$ cat src/rtl/area_fill_pkg.sv
package area_fill_pkg;

  typedef enum logic [1:0] {
    FILL_PASS = 2'd0,
    FILL_INCL = 2'd1,
    FILL_EXCL = 2'd2
  } fillMode_e;

  typedef struct packed {
    logic      takeWord;
    logic      loadSeed;
    fillMode_e mode;
  } fillStrobe_t;

endpackage

$ cat src/rtl/area_fill_ctrl.sv
module area_fill_ctrl
  import area_fill_pkg::*;
(
  input  logic        inValid,
  input  logic        rowStart,
  input  logic        modeInclusive,
  input  logic        modeExclusive,
  output fillStrobe_t strobe
);

  fillMode_e modeSel;

  // inclusive wins when both are requested
  always_comb begin
    if (modeInclusive)      modeSel = FILL_INCL;
    else if (modeExclusive) modeSel = FILL_EXCL;
    else                    modeSel = FILL_PASS;
  end

  always_comb begin
    strobe.takeWord = inValid;
    strobe.loadSeed = rowStart;
    strobe.mode     = modeSel;
  end

endmodule

$ cat src/rtl/area_fill_datapath.sv
module area_fill_datapath
  import area_fill_pkg::*;
#(
  parameter int WORD_W = 16
) (
  input  logic              clk,
  input  logic              rstN,
  input  fillStrobe_t       strobe,
  input  logic [WORD_W-1:0] inWord,
  input  logic              carrySeed,
  output logic [WORD_W-1:0] outWord,
  output logic              outValid
);

  localparam int CHAIN_W = WORD_W + 1;

  logic               carryReg;
  logic               entryCarry;
  logic [CHAIN_W-1:0] chain;
  logic [WORD_W-1:0]  inclWord;
  logic [WORD_W-1:0]  exclWord;
  logic [WORD_W-1:0]  nextWord;
  logic               nextCarry;

  assign entryCarry = strobe.loadSeed ? carrySeed : carryReg;
  assign chain[0]   = entryCarry;

  // ripple from bit 0 (rightmost pixel) toward the top bit
  for (genvar g = 0; g < WORD_W; g++) begin : g_bit
    assign chain[g+1]  = chain[g] ^ inWord[g];
    assign inclWord[g] = inWord[g] | chain[g];
    assign exclWord[g] = chain[g+1];
  end

  always_comb begin
    unique case (strobe.mode)
      FILL_INCL: nextWord = inclWord;
      FILL_EXCL: nextWord = exclWord;
      default:   nextWord = inWord;
    endcase
  end

  // pass-through words leave the carry alone (seed reload still applies)
  assign nextCarry = (strobe.takeWord && strobe.mode != FILL_PASS)
                     ? chain[WORD_W] : entryCarry;

  always_ff @(posedge clk) begin
    if (!rstN) begin
      carryReg <= 1'b0;
      outWord  <= '0;
      outValid <= 1'b0;
    end else begin
      carryReg <= nextCarry;
      outValid <= strobe.takeWord;
      if (strobe.takeWord) outWord <= nextWord;
    end
  end

endmodule

$ cat src/rtl/area_fill_unit.sv
module area_fill_unit
  import area_fill_pkg::*;
#(
  parameter int WORD_W = 16
) (
  input  logic              clk,
  input  logic              rstN,
  input  logic [WORD_W-1:0] inWord,
  input  logic              inValid,
  input  logic              rowStart,
  input  logic              modeInclusive,
  input  logic              modeExclusive,
  input  logic              carrySeed,
  output logic [WORD_W-1:0] outWord,
  output logic              outValid
);

  fillStrobe_t strobe;

  area_fill_ctrl u_ctrl (
    .inValid       (inValid),
    .rowStart      (rowStart),
    .modeInclusive (modeInclusive),
    .modeExclusive (modeExclusive),
    .strobe        (strobe)
  );

  area_fill_datapath #(.WORD_W(WORD_W)) u_dp (
    .clk       (clk),
    .rstN      (rstN),
    .strobe    (strobe),
    .inWord    (inWord),
    .carrySeed (carrySeed),
    .outWord   (outWord),
    .outValid  (outValid)
  );

endmodule

$ cat config.mk
export PLATFORM = sky130hd
export DESIGN_NAME = area_fill_unit
export DESIGN_NICKNAME = d
export VERILOG_FILES = /design/src/rtl/area_fill_pkg.sv /design/src/rtl/area_fill_ctrl.sv /design/src/rtl/area_fill_datapath.sv /design/src/rtl/area_fill_unit.sv
export SDC_FILE = /design/constraint.sdc
export NUM_CORES = 1
export LEC_CHECK = 0
export BUFFER_PORTS_ARGS = -buffer_cell sky130_fd_sc_hd__buf_2
export CORE_ASPECT_RATIO = 0.5
export CORE_MARGIN = 5
export CORE_UTILIZATION = 46
export CTS_BUF_LIST = sky130_fd_sc_hd__clkbuf_4
export CTS_CLUSTER_SIZE = 24
export DETAILED_ROUTE_END_ITERATION = 12
export PLACE_DENSITY = 0.72
export SETUP_SLACK_MARGIN = 0.15
export SYNTH_ARGS = -nofsm -noshare
export SYNTH_HDL_FRONTEND = slang
export SYNTH_SLANG_ARGS = --single-unit
$ cat constraint.sdc
create_clock -name clk -period 9.1 [get_ports clk]
set_input_delay 0.91 -clock clk [delete_from_list [all_inputs] [get_ports clk]]
set_output_delay 0.91 -clock clk [all_outputs]
set_load 0.005 [all_outputs]
* Word-level counts from Yosys, hierarchy flattened
Cells that the tools add are included.
** Storage, ports and cells
- Register bits :: 18
- Bits of input ports :: 23
- Output and inout port bits :: 17
- Logic and storage cells :: 44
** Operators by class
- Reductions and logical operators :: 2
- Eq/ne operators :: 2
- Multiplexer cells :: 5
- Bitwise logic cells :: 32
** Operator list (number)
- $pmux 16 s2 :: 1
- $or 1x1->1 :: 16
- $xor 1x1->1 :: 16
- $mux 2 :: 2
- $eq 2x1->1 const B :: 1
- $eq 2x2->1 const B :: 1
- $mux 1 :: 2
- $reduce_bool 2->1 :: 1
- $logic_and 1x1->1 :: 1

* Logic depth before layout (Yosys ltp)
- Depth after elaboration :: 18
- Gate-level depth with buffers :: 34
- Depth with buffers taken out :: 34

* Cells and area by module
A second synthesis with hierarchy kept.
** Second synthesis, totals
- Cell total of the unflattened synthesis :: 165
- Area, all modules :: 1392.6 um2
** Modules (own cells, without submodules)
- area_fill_datapath :: area each 1356.3 um2, times used 1, cells an instance 161
- area_fill_ctrl :: area each 36.3 um2, times used 1, cells an instance 4

* Worst setup path before layout
No wires, ideal clock.
- Path kind :: input to register
- From :: in rowStart
- To :: reg u_dp.outWord[15]
- Library setup time :: 0.134 ns
- Setup slack :: 2.769 ns
- Buffers on the path :: 0
- Cell stages on the path :: 34
- Arrival time :: 6.197 ns
- Path through :: mux2i_1 > ha_1 > inv_1 > ha_1 > inv_1 > ha_1 > inv_1 > ha_1 > inv_1 > ha_1 > inv_1 > ha_1 > inv_1 > ha_1 > inv_1 > ha_1 > inv_1 > ha_1 > inv_1 > ha_1 > inv_1 > ha_1 > inv_1 > ha_1 > inv_1 > ha_1 > inv_1 > ha_1 > inv_1 > ha_1 > inv_1 > ha_1 > mux2i_1 > o221ai_1
** On the way
- Word-level cells in the longest chain between the ends :: 18
- Elaborated cells between the ends (all ways) :: 19
- Classes of those cells :: mux: 2; bitwise: 17
** Ends and longest elaborated chain
- start, declared :: RTL line area_fill_unit.sv:10 : input logic rowStart,
- $mux 1 * :: RTL line area_fill_datapath.sv:25 : assign entryCarry = strobe.loadSeed ? carrySeed : carryReg;
- $xor 1x1->1 * (15 in series) :: RTL line area_fill_datapath.sv:30 : assign chain[g+1] = chain[g] ^ inWord[g];
- $xor 1x1->1 or $or 1x1->1 (tied branches) :: RTL line area_fill_datapath.sv:30, area_fill_datapath.sv:31
- $pmux 16 s2 * :: RTL line area_fill_datapath.sv:36 : unique case (strobe.mode)
- end signal, assigned :: RTL line area_fill_datapath.sv:55 : if (strobe.takeWord) outWord <= nextWord;
- end, declared :: RTL line area_fill_datapath.sv:11 : output logic [WORD_W-1:0] outWord,
Every way passes the cells marked *; elsewhere a longest branch is shown, timed or not.
A chain may end at the register's enable or synchronous reset.

* Final worst setup path
Ends and elaborated chain as after synthesis.

==> metrics <==
first-pass GRT wire length=4836 µm; Combinational Power Share=0.501; Arrival @ worst endpoint=6660 ps; synth top area cells=dfxtp_1 (25%), ha_1 (14%), mux2i_1 (12%); dpl ws=2246 ps; clock latency on the worst-skew pair=290 ps; Chip Height=49.65 µm; Die Span X=89.30 µm; Util after Layout=0.5345; cell taking the most area after synthesis=dfxtp_1; cell row count=14; largest net degree at the start of global routing=36; Tightest Pin Transition=781.9 ps; Final Cell Area=1610 µm²; RSZ-0062 raised after global routing=no; Syn Inst Count=148; CTS tree=yes; Int Pwr=0.1744 mW; area of the die=4434 µm²; sw frac=0.3697; dpl cells=217; nets=221; DR WL/cell=12.69 µm; crit path max fanout=2; cell area after synthesis=1446 µm²; Root Buffer=clkbuf_4; CP dominant cell by count=ha_1; Inserted Clock Buffers=3; Net Count, Synth=187; Port Buf Inserts=39; maximum vdd drop=0.0001140 V; clock share of power=0.148; type of the tightest min-delay check=reg2reg; Post-DP Area=1588 µm²; H-tree levels=1; post_cts resized=0; Routed Antenna Nets=0; CP peak stage delay=320 ps; Total Power=0.2766 mW; delay-heaviest family, CP=adder cells; antenna diode count=0; Starting Density=0.4801; Hold Startpoint=u_dp.outWord[13]; Mean Syn Cell Area=9.773 µm²; crit path launch=rowStart; DRC violation count after routing=0; final hold slack=505.2 ps; final slew viol count=0; worst setup margin=2591 ps; Startpoint Class=primary input; fraction of layout instances using a drive strength above 1=0.3056; Core Area=3013 µm²; total global routing overflow=0; total track usage=0.1348; initial DRC count=43; Leak Pwr=0.8697 nW; final std cells w/o fill=220; vias in the first global route=1081; Final Setup Violations=0; Final Critical Period=6509 ps; fmax=153.6 MHz; # IOs=40; first drt pass iteration count=4; post-synth cell types=19; Syn-to-layout area delta=11.33%; Sequential Power Share=0.350; P_sw=0.1023 mW; Hold Violations, Final=0; CTS max path bufs=2; Cell Pwr Density=171.8 nW/µm²; initial antenna violation count=0; worst setup path class=in2reg; Worst path slowest cell=ha_1; sequential element share of the synthesized area=0.2491; fin crit share=0.7152; routability cong.=0.6724; clock sinks=18; Synthesis Warnings=0; max_slew headroom=0.4775; worst path bufs/invs=16; status=finished, final reports clean; Yosys reg bits=18; Reg clk slew, reported paths=100 ps; Fin Setup TNS=0 ps; Critical R2R Launch=u_dp.carryReg; DP HPWL=2017 µm; Post-CTS Hold Fix Bufs=0; WP data required=9250 ps; routed wire length=2791 µm; post-route clock skew=2.429 ps; Via density=4.986; maxcap violations=0; via count=1097; postcts setup bufs=0; top cell type's share of synthesized area=0.2491; endpoint class of the critical path=register
cell families after synthesis:
logic type,Yosys count,synth area share
buf+inv,42,0.1548
simple gates,37,0.1817
compound gates,18,0.1583
flops,18,0.2491
mux,17,0.1176
fa+ha+maj,16,0.1384
path summary, 6_finish.rpt:
check	to	slack [ps]	cells past startpoint
max	u_dp.outWord[15]	2590	35
min	u_dp.outWord[13]	510	2
max reg2reg	u_dp.outWord[15]	3040	34
min reg2reg	u_dp.outWord[13]	510	2
state kept, by name (all words and copies together), names as in the netlist:
name           flops
u_dp.outWord      16
u_dp.outValid      1
u_dp.carryReg      1
cell usage in the layout (no fill, tap or decap):
cell	n
a221oi_2	1
and2_1	1
buf_2	39
clkbuf_4	3
dfxtp_1	18
ha_1	16
inv_1	32
mux2i_1	17
nand2_1	1
nand2b_1	16
nand3b_1	16
nand3b_4	1
nor2b_1	1
o21ai_1	1
o221ai_1	5
o221ai_2	11
or2_1	1
cell type report:
cell class,count,area [µm²]
flip-flops and latches,18,360.3
fillers,288,1403
well taps,40,50.05
multi-input cells,88,862.1
repair buffers,39,195.2
inverters,32,120.1
clock buffers,3,22.52
cells in the mapped netlist:
cell,n
buf_12,1
o21ai_1,1
buf_2,1
o221ai_1,5
ha_1,16
nand2b_1,16
or2_1,1
dfxtp_1,18
o221ai_2,11
buf_4,3
a221oi_2,1
and2_1,1
nand3b_1,16
buf_6,5
inv_1,32
mux2i_1,17
nand2_1,1
nand3b_4,1
nor2b_1,1
power by group through the flow:
stage	registers (mW)	logic, mW	clock network [mW]
after floorplan	0.0997	0.105	0
after global placement	0.0984	0.134	0
after detailed placement	0.0987	0.140	0
after CTS	0.0971	0.141	0.0435
after global routing	0.0984	0.164	0.0470
final	0.0969	0.139	0.0410
tightest hold or removal path, cell delays in order (launching register included):
cell and delay [ps]:
dfxtp_1 340, nand3b_1 70, o221ai_1 70
per-layer routing:
metal / vias to the layer above / track usage / wire length (µm)
met3: 2 / 0.03661 / 122
met5: - / 0 / 0
met1: 498 / 0.1867 / 1369
met4: 0 / 0.02228 / 23
li1: 573 / - / -
met2: 24 / 0.2115 / 1275
(Power assumes the default switching activity.)
